[config.mk]
export PLATFORM = sky130hd
export DESIGN_NAME = core_idle_resolver
export DESIGN_NICKNAME = d
export VERILOG_FILES = /design/src/rtl/cidle_pkg.sv /design/src/rtl/cidle_thread.sv /design/src/rtl/cidle_min.sv /design/src/rtl/cidle_deep_seq.sv /design/src/rtl/core_idle_resolver.sv
export SDC_FILE = /design/constraint.sdc
export NUM_CORES = 1
export LEC_CHECK = 0
export BUFFER_PORTS_ARGS = -buffer_cell sky130_fd_sc_hd__buf_4
export CAP_MARGIN = 5
export CELL_PAD_IN_SITES_DETAIL_PLACEMENT = 0
export CELL_PAD_IN_SITES_GLOBAL_PLACEMENT = 2
export CORE_ASPECT_RATIO = 0.75
export CORE_MARGIN = 5
export CORE_UTILIZATION = 31
export CTS_CLUSTER_DIAMETER = 120
export DETAILED_ROUTE_END_ITERATION = 8
export PLACE_DENSITY = 0.81
export SLEW_MARGIN = 20
export SYNTH_ARGS = -nofsm -noshare
export SYNTH_HDL_FRONTEND = slang
export SYNTH_SLANG_ARGS = --single-unit
export TNS_END_PERCENT = 20
[constraint.sdc]
create_clock -name clk -period 3.08 [get_ports clk]
set_input_delay 0.154 -clock clk [delete_from_list [all_inputs] [get_ports clk]]
set_output_delay 0.154 -clock clk [all_outputs]
set_load 0.05 [all_outputs]
[src/rtl/cidle_pkg.sv]
// Package: shared level codes and deep-sequence states for the idle resolver.
// Assumes lower code = shallower level, so a minimum picks the core level.
package cidle_pkg;
    localparam int LVL_W = 2;

    typedef enum logic [1:0] {
        LV_RUN  = 2'd0,
        LV_HALT = 2'd1,
        LV_LOW  = 2'd2,
        LV_DEEP = 2'd3
    } level_e;

    typedef enum logic [2:0] {
        DS_IDLE    = 3'd0,
        DS_FLUSH   = 3'd1,
        DS_SAVE    = 3'd2,
        DS_PWRDN   = 3'd3,
        DS_OFF     = 3'd4,
        DS_RESTORE = 3'd5
    } dseq_e;
endpackage

[src/rtl/cidle_thread.sv]
// Module: per-thread idle tracker. It holds one thread's level, the wait
// qualifiers captured at entry, and the deadline down counter.
// Assumes: requests are honoured only while the thread executes; any wake
// source returns the thread to the executing level at the next edge.
module cidle_thread
    import cidle_pkg::*;
#(
    parameter int DW = 32
) (
    input  logic             clk,
    input  logic             rst_n,
    input  logic             req_valid,
    input  logic [LVL_W-1:0] req_state,
    input  logic             req_monitor,
    input  logic             req_timed,
    input  logic [DW-1:0]    req_deadline,
    input  logic             irq,
    input  logic             mon_hit,
    output logic [LVL_W-1:0] level_o,
    output logic             wake_o
);
    level_e        lvl_q;
    logic          mon_armed_q;
    logic          timed_q;
    logic [DW-1:0] cnt_q;
    logic          wake_q;
    logic          wake_now;
    logic          take_req;

    // Purpose: collect the wake sources that apply to how the thread entered.
    always_comb begin
        wake_now = irq
                 | (mon_armed_q & mon_hit)
                 | (timed_q & (cnt_q == '0));
    end

    // Purpose: accept an idle request only from the executing level.
    always_comb begin
        take_req = req_valid && (lvl_q == LV_RUN) && (req_state != LV_RUN);
    end

    // Purpose: level, qualifiers, deadline counter and wake pulse registers.
    always_ff @(posedge clk) begin
        if (!rst_n) begin
            lvl_q       <= LV_RUN;
            mon_armed_q <= 1'b0;
            timed_q     <= 1'b0;
            cnt_q       <= '0;
            wake_q      <= 1'b0;
        end else begin
            wake_q <= 1'b0;
            if (lvl_q == LV_RUN) begin
                if (take_req) begin
                    lvl_q       <= level_e'(req_state);
                    mon_armed_q <= req_monitor;
                    timed_q     <= req_timed;
                    cnt_q       <= req_deadline;
                end
            end else if (wake_now) begin
                lvl_q       <= LV_RUN;
                mon_armed_q <= 1'b0;
                timed_q     <= 1'b0;
                wake_q      <= 1'b1;
            end else if (timed_q) begin
                cnt_q <= cnt_q - 1'b1;
            end
        end
    end

    assign level_o = lvl_q;
    assign wake_o  = wake_q;
endmodule

[src/rtl/cidle_min.sv]
// Module: resolves the core level as the smallest of NT thread level codes.
// Assumes: codes are ordered shallow to deep; purely combinational.
module cidle_min
    import cidle_pkg::*;
#(
    parameter int NT = 2
) (
    input  logic [NT*LVL_W-1:0] levels,
    output logic [LVL_W-1:0]    core_lvl
);
    // Purpose: running minimum over all thread codes.
    always_comb begin
        core_lvl = LV_DEEP;
        for (int i = 0; i < NT; i++) begin
            if (levels[i*LVL_W +: LVL_W] < core_lvl) begin
                core_lvl = levels[i*LVL_W +: LVL_W];
            end
        end
    end
endmodule

[src/rtl/cidle_deep_seq.sv]
// Module: deep-level entry and exit sequencer. In order: flush, save,
// power-down and clock-off. Flush, save and restore are handshakes with
// external logic.
// Assumes: a core level below deep while flushing or saving cancels the
// entry; once power-down has begun, exit goes through restore.
module cidle_deep_seq
    import cidle_pkg::*;
(
    input  logic             clk,
    input  logic             rst_n,
    input  logic [LVL_W-1:0] core_lvl,
    input  logic             flush_done,
    input  logic             save_done,
    input  logic             restore_done,
    output logic             flush_req,
    output logic             save_req,
    output logic             pwr_down,
    output logic             core_clk_off,
    output logic             restore_req
);
    dseq_e st_q, st_d;
    logic  deep;

    assign deep = (core_lvl == LV_DEEP);

    // Purpose: next-state selection for the deep sequence.
    always_comb begin
        st_d = st_q;
        unique case (st_q)
            DS_IDLE:    if (deep) st_d = DS_FLUSH;
            DS_FLUSH:   if (!deep) st_d = DS_IDLE;
                        else if (flush_done) st_d = DS_SAVE;
            DS_SAVE:    if (!deep) st_d = DS_IDLE;
                        else if (save_done) st_d = DS_PWRDN;
            DS_PWRDN:   if (!deep) st_d = DS_RESTORE;
                        else st_d = DS_OFF;
            DS_OFF:     if (!deep) st_d = DS_RESTORE;
            DS_RESTORE: if (restore_done) st_d = DS_IDLE;
            default:    st_d = DS_IDLE;
        endcase
    end

    // Purpose: sequencer state register.
    always_ff @(posedge clk) begin
        if (!rst_n) st_q <= DS_IDLE;
        else        st_q <= st_d;
    end

    // Purpose: decode handshake and power outputs from the state.
    always_comb begin
        flush_req    = (st_q == DS_FLUSH);
        save_req     = (st_q == DS_SAVE);
        pwr_down     = (st_q == DS_PWRDN) || (st_q == DS_OFF);
        core_clk_off = (st_q == DS_OFF);
        restore_req  = (st_q == DS_RESTORE);
    end
endmodule

[src/rtl/core_idle_resolver.sv]
// Module: top of the idle resolver. NT thread trackers feed a minimum
// resolver; the resolved level drives clock gating, the low V/F request and
// the deep sequencer.
// Assumes: synchronous active-low reset; the flush, save and restore
// partners answer with single-cycle or held acknowledges.
module core_idle_resolver
    import cidle_pkg::*;
#(
    parameter int NT = 2,
    parameter int DW = 32
) (
    input  logic                clk,
    input  logic                rst_n,
    input  logic [NT-1:0]       req_valid,
    input  logic [NT*LVL_W-1:0] req_state,
    input  logic [NT-1:0]       req_monitor,
    input  logic [NT-1:0]       req_timed,
    input  logic [NT*DW-1:0]    req_deadline,
    input  logic [NT-1:0]       irq,
    input  logic                mon_hit,
    input  logic                flush_done,
    input  logic                save_done,
    input  logic                restore_done,
    output logic [NT*LVL_W-1:0] thread_state,
    output logic [NT-1:0]       wake,
    output logic [LVL_W-1:0]    core_state,
    output logic                clk_gate,
    output logic                lowvf_req,
    output logic                flush_req,
    output logic                save_req,
    output logic                pwr_down,
    output logic                core_clk_off,
    output logic                restore_req
);
    logic [LVL_W-1:0] core_lvl;

    // Purpose: one tracker per hardware thread.
    for (genvar g = 0; g < NT; g++) begin : g_thr
        cidle_thread #(.DW(DW)) u_thr (
            .clk          (clk),
            .rst_n        (rst_n),
            .req_valid    (req_valid[g]),
            .req_state    (req_state[g*LVL_W +: LVL_W]),
            .req_monitor  (req_monitor[g]),
            .req_timed    (req_timed[g]),
            .req_deadline (req_deadline[g*DW +: DW]),
            .irq          (irq[g]),
            .mon_hit      (mon_hit),
            .level_o      (thread_state[g*LVL_W +: LVL_W]),
            .wake_o       (wake[g])
        );
    end

    cidle_min #(.NT(NT)) u_min (
        .levels   (thread_state),
        .core_lvl (core_lvl)
    );

    cidle_deep_seq u_seq (
        .clk          (clk),
        .rst_n        (rst_n),
        .core_lvl     (core_lvl),
        .flush_done   (flush_done),
        .save_done    (save_done),
        .restore_done (restore_done),
        .flush_req    (flush_req),
        .save_req     (save_req),
        .pwr_down     (pwr_down),
        .core_clk_off (core_clk_off),
        .restore_req  (restore_req)
    );

    // Purpose: core-level clock gating and V/F request from the resolved level.
    always_comb begin
        core_state = core_lvl;
        clk_gate   = (core_lvl != LV_RUN);
        lowvf_req  = (core_lvl == LV_LOW);
    end
endmodule

# [After elaboration in Yosys (flattened, before gate mapping)]
# Cells that the tools add are included.
# W data, S select, Z words.
[classes] n_addsub=2 multipliers=0 div=0 magnitude_cmp=2 eq_ne=16 n_shift=0 n_mux=37 bitwise=9 n_reduce_logical=24
[op_table] cell="$mux W32" count=8
[op_table] cell="$logic_not A32 Y1" count=2
[op_table] cell="$sub A32 B1 Y32 const B" count=2
[op_table] cell="$mux W3" count=7
[op_table] cell="$pmux W3 S6" count=1
[op_table] cell="$mux W2" count=8
[op_table] cell="$reduce_bool A2 Y1" count=7
[op_table] cell="$mux W1" count=13
[op_table] cell="$ne A2 B2 Y1 const B" count=4
[op_table] cell="$eq A3 B2 Y1 const B" count=2
[op_table] cell="$eq A3 B3 Y1 const B" count=2
[op_table] cell="$ne A2 B1 Y1 const B" count=3
[op_table] cell="$ne A3 B3 Y1 const B" count=2
[op_table] cell="$reduce_and A3 Y1" count=2
[op_table] cell="$reduce_and A5 Y1" count=1
[op_table] cell="$and A1 B1 Y1" count=4
[op_table] cell="$eq A2 B2 Y1 const B" count=2
[op_table] cell="$logic_and A1 B1 Y1" count=4
[op_table] cell="$logic_not A2 Y1" count=2
[op_table] cell="$or A1 B1 Y1" count=4
[op_table] cell="$reduce_and A2 Y1" count=2
[op_table] cell="$reduce_or A2 Y1" count=2
[op_table] cell="$eq A3 B1 Y1 const B" count=1
[op_table] cell="$logic_not A3 Y1" count=1
[op_table] cell="other kinds (4)" count=4
[totals] reg_bits=77 latchBits=0 ram_bits=0 rom_bits=0 inputBits=82 output_inout_bits=15 memories=0

# [Depth between registers and ports, before layout]
# Gate-level depths: netlist of the first run.
[depth] ltp_word=7 ltp_mapped=10 ltp_nobuf=8

# [Cells and area by module]
# A second synthesis of the first run with hierarchy kept.
[unflattened] hier_cells=709 area_unflattened_um2=5211.2
[by_module_without_submodules] mod="cidle_thread" n_inst=2 cells_per_inst=334 area_each_um2=2434.8 seq_area_each_um2=740.7
[by_module_without_submodules] mod="cidle_deep_seq" n_inst=1 cells_per_inst=33 area_each_um2=281.5 seq_area_each_um2=60.1
[by_module_without_submodules] mod="cidle_min" n_inst=1 cells_per_inst=6 area_each_um2=47.5 seq_area_each_um2=0.0
[by_module_without_submodules] mod="core_idle_resolver" n_inst=1 cells_per_inst=2 area_each_um2=12.5 seq_area_each_um2=0.0

# [Worst setup path after synthesis of the first run]
# Ideal clock, no wire load.
[synth_timing] kind="flip-flop to output port" start="register g_thr[0].u_thr.lvl_q[1]" end="output lowvf_req" t_arrival_ns=2.275 t_required_ns=2.926 slack_ns=0.651 path_stages_with_launch=6 n_path_buf=0 cell_sequence="dfxtp_1 > inv_1 > ha_1 > nor2_1 > o22a_1 > nor2b_1"
[synth_via] elab_chain_cells=5
[synth_rtl] item="start: declaration" line_no="cidle_thread.sv:22" text="level_e lvl_q;"
[synth_rtl] item="start signal: assignment" line_no="cidle_thread.sv:54" text="lvl_q <= level_e'(req_state);"
[synth_rtl] item="$lt A2 B2 Y1" line_no="cidle_min.sv:15" text="if (levels[i*LVL_W +: LVL_W] < core_lvl) begin"
[synth_rtl] item="$mux W2 (*)" line_no="cidle_min.sv:15"
[synth_rtl] item="$lt A2 B2 Y1" line_no="cidle_min.sv:15"
[synth_rtl] item="$mux W2 (*)" line_no="cidle_min.sv:15"
[synth_rtl] item="via core_state[0]" line_no="core_idle_resolver.sv:26" text="output logic [LVL_W-1:0] core_state,"
[synth_rtl] item="$eq A2 B2 Y1 (*)" line_no="core_idle_resolver.sv:77" text="lowvf_req = (core_lvl == LV_LOW);"
[synth_rtl] item="end: declaration" line_no="core_idle_resolver.sv:28" text="output logic lowvf_req,"
# The timed path passes the listed nets; every way through them passes the cells marked *.

# [Worst setup path after layout of the first run]
[layout_timing] start="register g_thr[1].u_thr.cnt_q[19]" end="register g_thr[1].u_thr.cnt_q[0]"
[layout_via] elab_chain_cells=5
[layout_rtl] item="start: declaration" line_no="cidle_thread.sv:25" text="logic [DW-1:0] cnt_q;"
[layout_rtl] item="start signal: assignment" line_no="cidle_thread.sv:57" text="cnt_q <= req_deadline;"
[layout_rtl] item="start signal: assignment" line_no="cidle_thread.sv:65" text="cnt_q <= cnt_q - 1'b1;"
[layout_rtl] item="$logic_not A32 Y1" line_no="cidle_thread.sv:34" text="| (timed_q & (cnt_q == '0));"
[layout_rtl] item="$and A1 B1 Y1" line_no="cidle_thread.sv:34"
[layout_rtl] item="$or A1 B1 Y1" line_no="cidle_thread.sv:34"
[layout_rtl] item="$ne A2 B2 Y1 (no source line)"
[layout_rtl] item="$reduce_and A3 Y1 (no source line)"
# Every way passes these cells.
# A chain may end at the register's enable or synchronous reset.

==> results of run 1 <==
==> Yosys cell counts (2+ instances only) <==
library cell	number
nand2_1	93
a21oi_1	82
dfxtp_1	77
nor2_1	75
clkbuf_1	33
o21ai_0	32
nor3_1	29
nand3_1	27
o21ai_1	24
o31ai_1	21
o211ai_1	17
nor4_1	14
a22oi_1	12
a31oi_1	11
a21o_1	10
inv_1	7
ha_1	6
nand4_1	6
or2_2	6
a211oi_1	5
buf_2	5
nand2b_1	5
nand3b_1	5
o32ai_1	5
o41ai_1	5
buf_4	4
and2_1	3
and3_1	3
buf_6	3
nor4_4	3
o21a_1	3
or3_1	3
or4_1	3
a31o_2	2
a32oi_1	2
buf_1	2
o221ai_1	2
o22a_1	2
==> power by group <==
| part | internal, µW | switching [µW] | total [µW] |
|---|---|---|---|
| Clock | 669 | 412 | 1080 |
| Sequential | 1070 | 83.2 | 1160 |
| Combinational | 395 | 656 | 1050 |
==> metrics by stage <==
stage	hold slack [ps]	area, µm²	setup WS (ps)	utilization (%)
2_1_floorplan	290	4770	651	-
3_3_place_gp	419	5760	653	37.9
3_5_place_dp	424	5760	644	37.9
4_1_cts	58.6	6050	624	39.9
5_1_grt	76.2	6050	446	39.9
6_report	75.9	6050	619	39.9
==> logic make-up after synthesis <==
| family | count (synthesis) |
|---|---|
| multiplexers | 1 |
| flip-flops | 77 |
| AO/OA/AOI/OAI | 245 |
| adder cells (fa/ha/maj) | 6 |
| AND/OR/NAND/NOR | 283 |
| buffers and inverters | 55 |
==> routing by layer <==
metal	vias up	global-route usage (%)	share of wire [%]
met2	160	24.9	42
met3	11	4.75	7.1
met4	0	4.17	0.99
li1	2629	-	-
met5	-	0	0
met1	2413	26.9	50
==> state kept, by name (all words and copies together), names as in the netlist <==
signal                   cells
g_thr.u_thr.mon_armed_q      2
g_thr.u_thr.cnt_q           64
g_thr.u_thr.timed_q          2
g_thr.u_thr.wake_o           2
g_thr.u_thr.level_o          4
u_seq.st_q                   3
==> critical path, delay by kind of cell, from the launching register on <==
| kind | cells | cell delay [ps] |
|---|---|---|
| AO/OA/AOI/OAI | 4 | 1250 |
| AND/OR/NAND/NOR | 2 | 730 |
| flip-flops | 1 | 340 |
==> area by class of cell <==
cell class	count	area, µm²	share of cell area (%)
repair buffers	115	926	15.3
clock inverters	1	30.0	0.496
inverters	8	30.0	0.496
clock buffers	14	264	4.36
multi-input cells	535	3000	49.6
well taps	205	256	4.24
flip-flops and latches	77	1540	25.5
==> worst max path at each step <==
stage / cells after the start / start / endpoint
final: 6 / g_thr[1].u_thr.cnt_q[19] / g_thr[1].u_thr.cnt_q[0]
after detailed placement: 6 / g_thr[1].u_thr.cnt_q[19] / g_thr[1].u_thr.cnt_q[0]
after global routing: 6 / g_thr[1].u_thr.cnt_q[19] / g_thr[1].u_thr.cnt_q[0]
after global placement: 6 / g_thr[1].u_thr.cnt_q[19] / g_thr[1].u_thr.cnt_q[0]
after floorplan: 5 / g_thr[0].u_thr.level_o[1] / lowvf_req
after CTS: 6 / g_thr[1].u_thr.cnt_q[19] / g_thr[1].u_thr.cnt_q[0]
==> tab_implementation.tex, run 1 <==
\begin{tabular}{lr}
\hline
Metric & Value \\
\hline
\multicolumn{2}{l}{\textbf{Outcome}} \\
\quad Run status & finished clean \\
\multicolumn{2}{l}{\textbf{Synth}} \\
\quad Biggest area contributors in the synthesized netlist & dfxtp\_1 (32\%), a21oi\_1 (8.6\%), nand2\_1 (7.3\%), nor2\_1 (5.9\%), o21ai\_0 (3.4\%) \\
\quad Post-Synthesis Cell Area & 4770 µm² \\
\quad Area share of and/or/nand/nor cells after synthesis & 28.5\% \\
\quad Post-Synthesis Net Count & 755 \\
\quad Distinct cells, synth & 58 \\
\quad Number of flip-flops and latches in the synthesized netlist & 77 \\
\quad Adder-cell share of the synthesized area & 1.57\% \\
\quad Most used DFF post-synth & dfxtp\_1 \\
\quad Async set-or-reset flop fraction in the synthesized netlist & 0\% \\
\quad Average cell area after synthesis & 7.15 µm² \\
\quad Warnings from Yosys & 0 \\
\quad Share of cell area taken by muxes after synthesis & 0.236\% \\
\quad Yosys top cell by area & dfxtp\_1 \\
\quad Synth Area in Compound Gates & 32.1\% \\
\quad Synth Instances & 667 \\
\quad Proportion of synthesized chip area in sequential cells & 32.3\% \\
\quad Xor-xnor portion of the synthesized cell area & 0\% \\
\quad Share of Yosys cell area claimed by the top area cell type & 32.3\% \\
\quad Combinational family with the most area after synthesis & compound AO/OA/AOI/OAI gates \\
\quad Number of synthesized flops with an enable pin & 0 \\
\multicolumn{2}{l}{\textbf{Floorplan}} \\
\quad Number of I/O pins & 97 \\
\quad Die Wd & 153 µm \\
\quad Placeable Area & 15200 µm² \\
\quad Floorplan die height & 117 µm \\
\quad Initial core utilization & 31.4\% \\
\quad Floorplan die area & 18000 µm² \\
\quad Number of standard-cell rows in the floorplan & 39 \\
\multicolumn{2}{l}{\textbf{STA}} \\
\quad Achievable clock frequency & 406 MHz \\
\quad Sum of negative setup slack & 0 ps \\
\quad Slew Limit Headroom & 51.1\% \\
\quad Final Cycle Share & 79.9\% \\
\quad Least-Margin Pin Slew & 731 ps \\
\quad Max-slew violation count & 0 \\
\quad Final setup violating endpoints & 0 \\
\quad Hold Fails Final Rpt & 0 \\
\quad RSZ-0062 raised after global routing & false \\
\quad Crit path time final & 2460 ps \\
\quad Clock Skews & 5.26 ps \\
\multicolumn{2}{l}{\textbf{Finish}} \\
\quad Total Nets Final & 834 \\
\quad Final non-filler cell total & 955 \\
\quad Area delta synth->final & 26.9\% \\
\quad Ant. Diodes & 0 \\
\quad Most frequent cells in the layout & buf\_4 (110), nand2\_1 (93), a21oi\_1 (81) \\
\quad Share of layout cells above drive strength 1 & 19.7\% \\
\quad Count of filler cells inserted in the layout & 1580 \\
\quad Leading cell type in the layout, fill and taps excluded & buf\_4 \\
\multicolumn{2}{l}{\textbf{Critical path}} \\
\quad Slowest cell on the critical path & o41a\_1 \\
\quad Slowest cell delay on critical path & 540 ps \\
\quad Endpoint kind of the worst setup timing path & flip-flop \\
\quad Worst flop-to-flop path startpoint & g\_thr[1].u\_thr.cnt\_q[19] \\
\quad Reg2reg end & g\_thr[1].u\_thr.cnt\_q[0] \\
\quad Reg2reg path depth & 6 \\
\quad Kind of critical path & reg -> reg \\
\quad Flop-to-flop setup slack & 620 ps \\
\quad Category of the worst setup path launch point & flip-flop \\
\quad Data arrival time of the critical path & 2670 ps \\
\quad CP Max Fanout & 21 \\
\quad CP cell instances & nor4\_1 -> nand4\_2 -> o41a\_1 -> a31o\_2 -> o21ai\_0 -> a221oi\_2 \\
\quad Data required, critical path & 3290 ps \\
\multicolumn{2}{l}{\textbf{CTS}} \\
\quad Worst-path clk slew & 60 ps \\
\quad H-tree depth & 3 \\
\quad CTS tree & yes \\
\quad Total of hold buffers inserted after clock tree synthesis & 0 \\
\quad CTS resizes & 0 \\
\quad Total setup buffers inserted after CTS & 0 \\
\quad Clk Latency, worst-skew pair & 340 ps \\
\quad Clock root buffer & clkbuf\_16 \\
\quad CTS buffer count & 9 \\
\quad Number of clock sinks & 77 \\
\quad Maximum buffer depth of the clock tree & 2 \\
\multicolumn{2}{l}{\textbf{Drt}} \\
\quad Final ANT Viol Nets & 0 \\
\quad Final routed wire length divided by cell count & 16.7 µm \\
\quad Initial DRC count & 340 \\
\quad Via-to-Cell Ratio & 5.46 \\
\quad DR DRC count & 0 \\
\quad Vias & 5213 \\
\quad Pre-antenna DRT Iters & 4 \\
\quad Total length of routed wires & 15900 µm \\
\multicolumn{2}{l}{\textbf{GRT}} \\
\quad Via count of the first global-routing pass & 4969 \\
\quad Number of antenna violations at the first check in global routing & 0 \\
\quad Global-route wire length before repair & 26400 µm \\
\quad Pin count of the biggest net entering global routing & 50 \\
\quad GRT Util Overall & 17.8\% \\
\quad Residual overflow from global routing & 0 \\
\multicolumn{2}{l}{\textbf{Hold path}} \\
\quad Hold path startpoint & req\_monitor[1] \\
\quad Cell count of the worst hold path & 3 \\
\quad Min-Delay Path Class & in -> reg \\
\quad Worst Hold Endpoint & g\_thr[1].u\_thr.mon\_armed\_q \\
\multicolumn{2}{l}{\textbf{Power}} \\
\quad LEAKAGE & 0.00241 µW \\
\quad Max IR drop VDD & 0.237 mV \\
\quad Cell area power density & 544 nW/µm² \\
\quad Pwr Total & 3290 µW \\
\multicolumn{2}{l}{\textbf{Place}} \\
\quad Total half-perimeter wirelength after legalization and detailed placement & 11200 µm \\
\quad Cell count after placement & 940 \\
\quad Number of I/O port buffers & 96 \\
\quad Routability congestion estimate from global placement & 0.841 \\
\multicolumn{2}{l}{\textbf{Job}} \\
\quad Max capacitance violation total & 0 \\
\hline
\end{tabular}
Power figures use the tool's default switching activity.
==> run 2, diff against run 1 <==
- clock period: 3.08 -> 2.4 ns (I/O delays scaled with it)
==> run 2 against run 1 <==
Design area grew 5.3%; final cell count grew 3.8%; clock skew grew 2.5 ps; critical endpoint is now g_thr[0].u_thr.cnt_q[1]; critical path type unchanged; core utilization grew 2.1 points.
==> tab_implementation.tex, run 2 (synthesis results as in run 1) <==
\begin{tabular}{lr}
\hline
Metric & Value \\
\hline
\multicolumn{2}{l}{\textbf{Floorplan}} \\
\quad Floorplan die area & 18000 µm² (unchanged) \\
\quad Placeable Area & 15200 µm² (unchanged) \\
\quad Die Wd & 153 µm (unchanged) \\
\quad Floorplan die height & 117 µm (unchanged) \\
\quad Initial core utilization & 31.4\% (unchanged) \\
\quad Number of I/O pins & 97 (unchanged) \\
\quad Number of standard-cell rows in the floorplan & 39 (unchanged) \\
\multicolumn{2}{l}{\textbf{Place}} \\
\quad Cell Area, Placed & 6020 µm² (was 5760 µm²) \\
\quad Routability congestion estimate from global placement & 0.829 (was 0.841) \\
\quad Total half-perimeter wirelength after legalization and detailed placement & 11800 µm (was 11200 µm) \\
\quad Post-place setup slack & 111 ps (was 644 ps) \\
\quad Number of I/O port buffers & 96 (unchanged) \\
\multicolumn{2}{l}{\textbf{STA}} \\
\quad Setup ws final & 183 ps (was 619 ps) \\
\quad RSZ-0062 raised after global routing & false (unchanged) \\
\quad Least-Margin Pin Slew & 464 ps (was 731 ps) \\
\quad Hold Fails Final Rpt & 0 (unchanged) \\
\quad Achievable clock frequency & 451 MHz (was 406 MHz) \\
\quad Slew Limit Headroom & 68.8\% (was 51.1\%) \\
\quad Clock Skews & 7.76 ps (was 5.26 ps) \\
\quad Max-slew violation count & 0 (unchanged) \\
\quad Final setup violating endpoints & 0 (unchanged) \\
\quad Crit path time final & 2220 ps (was 2460 ps) \\
\quad Final Cycle Share & 92.4\% (was 79.9\%) \\
\quad Sum of negative setup slack & 0 ps (unchanged) \\
\multicolumn{2}{l}{\textbf{GRT}} \\
\quad Via count of the first global-routing pass & 5208 (was 4969) \\
\quad GRT Util Overall & 17.9\% (was 17.8\%) \\
\quad Global-route wire length before repair & 27000 µm (was 26400 µm) \\
\quad Number of antenna violations at the first check in global routing & 0 (unchanged) \\
\quad Pin count of the biggest net entering global routing & 70 (was 50) \\
\quad Residual overflow from global routing & 0 (unchanged) \\
\multicolumn{2}{l}{\textbf{Critical path}} \\
\quad Data required, critical path & 2650 ps (was 3290 ps) \\
\quad Category of the worst setup path launch point & flip-flop (unchanged) \\
\quad Endpoint kind of the worst setup timing path & flip-flop (unchanged) \\
\quad Data arrival time of the critical path & 2470 ps (was 2670 ps) \\
\quad Kind of critical path & reg -> reg (unchanged) \\
\quad CP Max Fanout & 24 (was 21) \\
\multicolumn{2}{l}{\textbf{Outcome}} \\
\quad Run status & finished clean (unchanged) \\
\multicolumn{2}{l}{\textbf{Drt}} \\
\quad Initial DRC count & 384 (was 340) \\
\quad Final ANT Viol Nets & 0 (unchanged) \\
\quad Vias & 5360 (was 5213) \\
\quad Pre-antenna DRT Iters & 5 (was 4) \\
\quad DR DRC count & 0 (unchanged) \\
\quad Final routed wire length divided by cell count & 16.6 µm (was 16.7 µm) \\
\quad Total length of routed wires & 16500 µm (was 15900 µm) \\
\quad Via-to-Cell Ratio & 5.41 (was 5.46) \\
\multicolumn{2}{l}{\textbf{Finish}} \\
\quad Area delta synth->final & 33.6\% (was 26.9\%) \\
\quad Leading cell type in the layout, fill and taps excluded & buf\_4 (unchanged) \\
\quad Max FFs per register & 64 (unchanged) \\
\quad Post-route standard cell area excluding fillers & 6370 µm² (was 6050 µm²) \\
\quad Ant. Diodes & 0 (unchanged) \\
\quad Count of filler cells inserted in the layout & 1614 (was 1580) \\
\quad Register with the most flip-flops & g\_thr.u\_thr.cnt\_q (unchanged) \\
\quad Most frequent cells in the layout & buf\_4 (144), nand2\_1 (93), a21oi\_1 (81) (was buf\_4 (110), nand2\_1 (93), a21oi\_1 (81)) \\
\quad Total Nets Final & 869 (was 834) \\
\quad Share of layout cells above drive strength 1 & 23.9\% (was 19.7\%) \\
\multicolumn{2}{l}{\textbf{Job}} \\
\quad Max capacitance violation total & 0 (unchanged) \\
\multicolumn{2}{l}{\textbf{CTS}} \\
\quad Number of clock sinks & 77 (unchanged) \\
\quad Total setup buffers inserted after CTS & 0 (unchanged) \\
\quad CTS buffer count & 9 (unchanged) \\
\quad Clk Latency, worst-skew pair & 330 ps (was 340 ps) \\
\quad Maximum buffer depth of the clock tree & 2 (unchanged) \\
\quad H-tree depth & 3 (unchanged) \\
\quad Worst-path clk slew & 60 ps (about the same) \\
\quad Clock root buffer & clkbuf\_16 (unchanged) \\
\quad CTS tree & yes (unchanged) \\
\multicolumn{2}{l}{\textbf{Power}} \\
\quad Max IR drop VDD & 0.407 mV (was 0.237 mV) \\
\quad Combinational share of power & 33.7\% (was 31.9\%) \\
\quad Total internal power & 2950 µW (was 2140 µW) \\
\quad Cell area power density & 706 nW/µm² (was 544 nW/µm²) \\
\quad Net switching share of the total power & 34.3\% (was 35.0\%) \\
\quad Relative contribution of sequential cells to total power & 32.8\% (was 35.2\%) \\
\quad Portion of total power attributed to the clock network & 33.6\% (was 32.9\%) \\
\quad Switch Pwr & 1540 µW (was 1150 µW) \\
\quad LEAKAGE & 0.00261 µW (was 0.00241 µW) \\
\multicolumn{2}{l}{\textbf{Hold path}} \\
\quad Min-Delay Path Class & in -> reg (unchanged) \\
\hline
\end{tabular}
## run 2: cell count changes in the layout (fill, tap and decap cells not counted), sizes merged
cell    change
buf        +35
clkinv      +2
clkbuf      -2
bufinv      +1
## run 2: area by class of cell
type | count | area (µm²) | area share [%]
inverters | 8 | 30.0 | 0.471
clock inverters | 4 | 70.1 | 1.10
repair buffers | 150 | 1190 | 18.7
well taps | 205 | 256 | 4.03
multi-input cells | 535 | 3020 | 47.5
clock buffers | 12 | 256 | 4.03
flip-flops and latches | 77 | 1540 | 24.2
## run 2: repair_timing
| item | 4_1_cts | 5_1_grt |
|---|---|---|
| hold buffers | 0 | 0 |
| gates resized for setup | 0 | 4 |
| setup endpoints to repair | 0 | 50 |
## run 2: power by group through the flow
stage / sequential (µW) / combinational (µW) / clock [µW]
floorplan: 1500 / 870 / 0
global placement: 1500 / 1480 / 0
detailed placement: 1500 / 1490 / 0
CTS: 1470 / 1500 / 1540
global route: 1490 / 1670 / 1600
finish: 1470 / 1510 / 1510
## run 2: worst paths after layout
kind	start	to	slack (ps)	cells after the start
worst max-delay path	g_thr[0].u_thr.cnt_q[0]	g_thr[0].u_thr.cnt_q[1]	180	10
worst min-delay path	req_state[2]	g_thr[1].u_thr.level_o[0]	50	3
worst max register to register	g_thr[0].u_thr.cnt_q[0]	g_thr[0].u_thr.cnt_q[1]	180	10
worst min register to register	g_thr[0].u_thr.mon_armed_q	g_thr[0].u_thr.mon_armed_q	460	2
## run 2: metrics by stage
stage	power, µW	utilization (%)	std cells	hold WS [ps]
2_1_floorplan	2360	-	667	256
3_3_place_gp	2980	39.7	975	383
3_5_place_dp	2990	39.7	975	391
4_1_cts	4510	41.8	991	37.1
5_1_grt	4760	42.0	991	59.0
6_report	4500	42.0	991	50.6
## run 2: metal layers
layer	GRT usage (%)	vias to the layer above	routed length [µm]	share of wire, %
met5	0	-	0	0
met4	4.17	0	218	1.3
met3	3.90	17	986	6.0
met2	24.8	169	6650	40
met1	27.9	2487	8630	52
li1	-	2687	-	-
## run 2: worst max-delay path, cell delays in order, from the launching register on
cell	delay, ps
dfxtp_1	330
inv_1	120
ha_1	160
nor4bb_1	280
and3_1	230
nand4b_1	150
buf_4	180
a21oi_4	210
buf_12	190
a211oi_1	60
a211oi_1	210
==> run 3, diff against run 2 <==
- HOLD_SLACK_MARGIN: default -> 0.1
==> run 3 against run 2 <==
Setup slack gained 3.1 ps; design area up 1.6%; power is 0.16% higher; core utilization increased by 0.66 points; count of clock-buffer cells in the layout did not move; wire length up 0.38%; register-to-register slack is essentially flat.
==> tab_implementation.tex, run 3 (synthesis results as in run 1) <==
\begin{tabular}{lr}
\hline
Metric & Value \\
\hline
\multicolumn{2}{l}{\textbf{Outcome}} \\
\quad Run status & finished clean (unchanged) \\
\multicolumn{2}{l}{\textbf{Finish}} \\
\quad Register with the most flip-flops & g\_thr.u\_thr.cnt\_q (unchanged) \\
\quad Area delta synth->final & 35.7\% (was 33.6\%) \\
\quad Total Nets Final & 879 (was 869) \\
\quad Most frequent cells in the layout & buf\_4 (144), nand2\_1 (93), a21oi\_1 (81) (unchanged) \\
\quad Final non-filler cell total & 1001 (was 991) \\
\quad Ant. Diodes & 0 (unchanged) \\
\quad Leading cell type in the layout, fill and taps excluded & buf\_4 (unchanged) \\
\quad Max FFs per register & 64 (unchanged) \\
\quad Post-route standard cell area excluding fillers & 6470 µm² (was 6370 µm²) \\
\quad Share of layout cells above drive strength 1 & 23.6\% (was 23.9\%) \\
\multicolumn{2}{l}{\textbf{Place}} \\
\quad Post-place setup slack & 111 ps (unchanged) \\
\quad Routability congestion estimate from global placement & 0.829 (unchanged) \\
\quad Total half-perimeter wirelength after legalization and detailed placement & 11800 µm (unchanged) \\
\quad Cell count after placement & 975 (unchanged) \\
\quad Cell Area, Placed & 6020 µm² (unchanged) \\
\quad Number of I/O port buffers & 96 (unchanged) \\
\multicolumn{2}{l}{\textbf{Critical path}} \\
\quad Crit path buf inv count & 2 (was 3) \\
\quad Worst setup path startpoint & g\_thr[1].u\_thr.cnt\_q[19] (was g\_thr[0].u\_thr.cnt\_q[0]) \\
\quad Data arrival time of the critical path & 2440 ps (was 2470 ps) \\
\quad Category of the worst setup path launch point & flip-flop (unchanged) \\
\quad Kind of critical path & reg -> reg (unchanged) \\
\quad CP Max Fanout & 26 (was 24) \\
\quad Slowest cell delay on critical path & 490 ps (was 330 ps) \\
\quad Worst flop-to-flop path startpoint & g\_thr[1].u\_thr.cnt\_q[19] (was g\_thr[0].u\_thr.cnt\_q[0]) \\
\quad Largest delay contributor family on the critical path & compound AO/OA/AOI/OAI gates (was simple AND/OR/NAND/NOR gates) \\
\quad Endpoint kind of the worst setup timing path & flip-flop (unchanged) \\
\quad Data required, critical path & 2620 ps (was 2650 ps) \\
\quad CP cell instances & nor4\_2 -> buf\_4 -> nand4\_2 -> o41a\_1 -> a31oi\_4 -> buf\_12 -> a21oi\_1 -> o21a\_1 (was inv\_1 -> ha\_1 -> nor4bb\_1 -> and3\_1 -> nand4b\_1 -> buf\_4 -> a21oi\_4 -> buf\_12 -> a211oi\_1 -> a211oi\_1) \\
\quad Slowest cell on the critical path & o41a\_1 (was dfxtp\_1) \\
\multicolumn{2}{l}{\textbf{CTS}} \\
\quad CTS tree & yes (unchanged) \\
\quad CTS buffer count & 9 (unchanged) \\
\quad Worst-path clk slew & 60 ps (about the same) \\
\quad Number of clock sinks & 77 (unchanged) \\
\quad Clock root buffer & clkbuf\_16 (unchanged) \\
\quad Total setup buffers inserted after CTS & 0 (unchanged) \\
\quad H-tree depth & 3 (unchanged) \\
\quad Maximum buffer depth of the clock tree & 2 (unchanged) \\
\quad Clk Latency, worst-skew pair & 330 ps (about the same) \\
\multicolumn{2}{l}{\textbf{STA}} \\
\quad Sum of negative setup slack & 0 ps (unchanged) \\
\quad Setup ws final & 186 ps (was 183 ps) \\
\quad Least-Margin Pin Slew & 454 ps (was 464 ps) \\
\quad RSZ-0062 raised after global routing & false (unchanged) \\
\quad Final setup violating endpoints & 0 (unchanged) \\
\quad Final Cycle Share & 92.3\% (was 92.4\%) \\
\quad Clock Skews & 7.18 ps (was 7.76 ps) \\
\quad Slew Limit Headroom & 69.5\% (was 68.8\%) \\
\quad Crit path time final & 2210 ps (was 2220 ps) \\
\quad Max-slew violation count & 0 (unchanged) \\
\quad Hold Fails Final Rpt & 0 (unchanged) \\
\quad Final-layout worst hold slack & 119 ps (was 50.6 ps) \\
\quad Achievable clock frequency & 452 MHz (was 451 MHz) \\
\multicolumn{2}{l}{\textbf{Hold path}} \\
\quad Hold path startpoint & req\_deadline[27] (was req\_state[2]) \\
\quad Min-Delay Path Class & in -> reg (unchanged) \\
\multicolumn{2}{l}{\textbf{Drt}} \\
\quad Pre-antenna DRT Iters & 5 (unchanged) \\
\quad DR DRC count & 0 (unchanged) \\
\quad Final ANT Viol Nets & 0 (unchanged) \\
\quad Final routed wire length divided by cell count & 16.5 µm (was 16.6 µm) \\
\quad Total length of routed wires & 16500 µm (about the same) \\
\quad Initial DRC count & 352 (was 384) \\
\quad Vias & 5430 (was 5360) \\
\quad Via-to-Cell Ratio & 5.42 (was 5.41) \\
\multicolumn{2}{l}{\textbf{GRT}} \\
\quad GRT Util Overall & 18.0\% (was 17.9\%) \\
\quad Residual overflow from global routing & 0 (unchanged) \\
\quad Pin count of the biggest net entering global routing & 70 (unchanged) \\
\quad Number of antenna violations at the first check in global routing & 0 (unchanged) \\
\quad Via count of the first global-routing pass & 5235 (was 5208) \\
\quad Global-route wire length before repair & 27100 µm (was 27000 µm) \\
\multicolumn{2}{l}{\textbf{Job}} \\
\quad Max capacitance violation total & 0 (unchanged) \\
\multicolumn{2}{l}{\textbf{Floorplan}} \\
\quad Die Wd & 153 µm (unchanged) \\
\quad Floorplan die height & 117 µm (unchanged) \\
\quad Initial core utilization & 31.4\% (unchanged) \\
\quad Placeable Area & 15200 µm² (unchanged) \\
\quad Floorplan die area & 18000 µm² (unchanged) \\
\quad Number of I/O pins & 97 (unchanged) \\
\quad Number of standard-cell rows in the floorplan & 39 (unchanged) \\
\multicolumn{2}{l}{\textbf{Power}} \\
\quad Max IR drop VDD & 0.407 mV (about the same) \\
\quad Cell area power density & 696 nW/µm² (was 706 nW/µm²) \\
\quad LEAKAGE & 0.00265 µW (was 0.00261 µW) \\
\hline
\end{tabular}
-- run 3: changes by cell type in the layout (fill, tap and decap cells not counted) --
cell	previous run	this run
dlygate4sd3_1	0	10
-- run 3: path summary, 6_finish.rpt --
kind | end | depth (start not counted) | slack [ps]
setup / recovery | g_thr[1].u_thr.cnt_q[21] | 8 | 190
hold / removal | g_thr[0].u_thr.cnt_q[27] | 3 | 120
setup reg to reg | g_thr[1].u_thr.cnt_q[21] | 8 | 190
hold reg to reg | g_thr[0].u_thr.mon_armed_q | 2 | 460
-- run 3: where the power goes --
part	switching [µW]	internal [µW]	total, µW
sequential	95.9	1380	1470
clock	541	965	1510
combinational	903	622	1520
-- run 3: layout make-up --
class                           count  area [µm²]
Fill cell                        1612        8710
Clock buffer                       12         256
Timing Repair Buffer              160        1290
Tap cell                          205         256
Multi-Input combinational cell    535        3020
Inverter                            8        30.0
Sequential cell                    77        1540
Clock inverter                      4        70.1
-- run 3: worst reg2reg max path: cells and delay by family (launching register included) --
kind	cells	cell delay [ps]
and+or+nand+nor	2	390
buffers and inverters	2	380
AOI/OAI and AO/OA	4	980
DFF	1	350
-- run 3: per-layer routing --
metal	part of all wire, %	vias to the layer above	GRT usage, %
li1	-	2706	-
met1	52	2545	28.0
met2	41	162	25.1
met3	5.7	17	3.65
met4	1.3	0	4.17
met5	0	-	0
-- run 3: stage by stage --
stage | power [µW] | utilization [%]
3_3_place_gp | 2980 | 39.7
5_1_grt | 4770 | 42.6
2_1_floorplan | 2360 | -
3_5_place_dp | 2990 | 39.7
4_1_cts | 4520 | 42.5
6_report | 4500 | 42.6
-- run 3: repair_timing --
item,CTS,global route
endpoints found under the setup margin,0,50
hold buffers,10,0
hold endpoints to repair,10,0
resized for setup,0,4
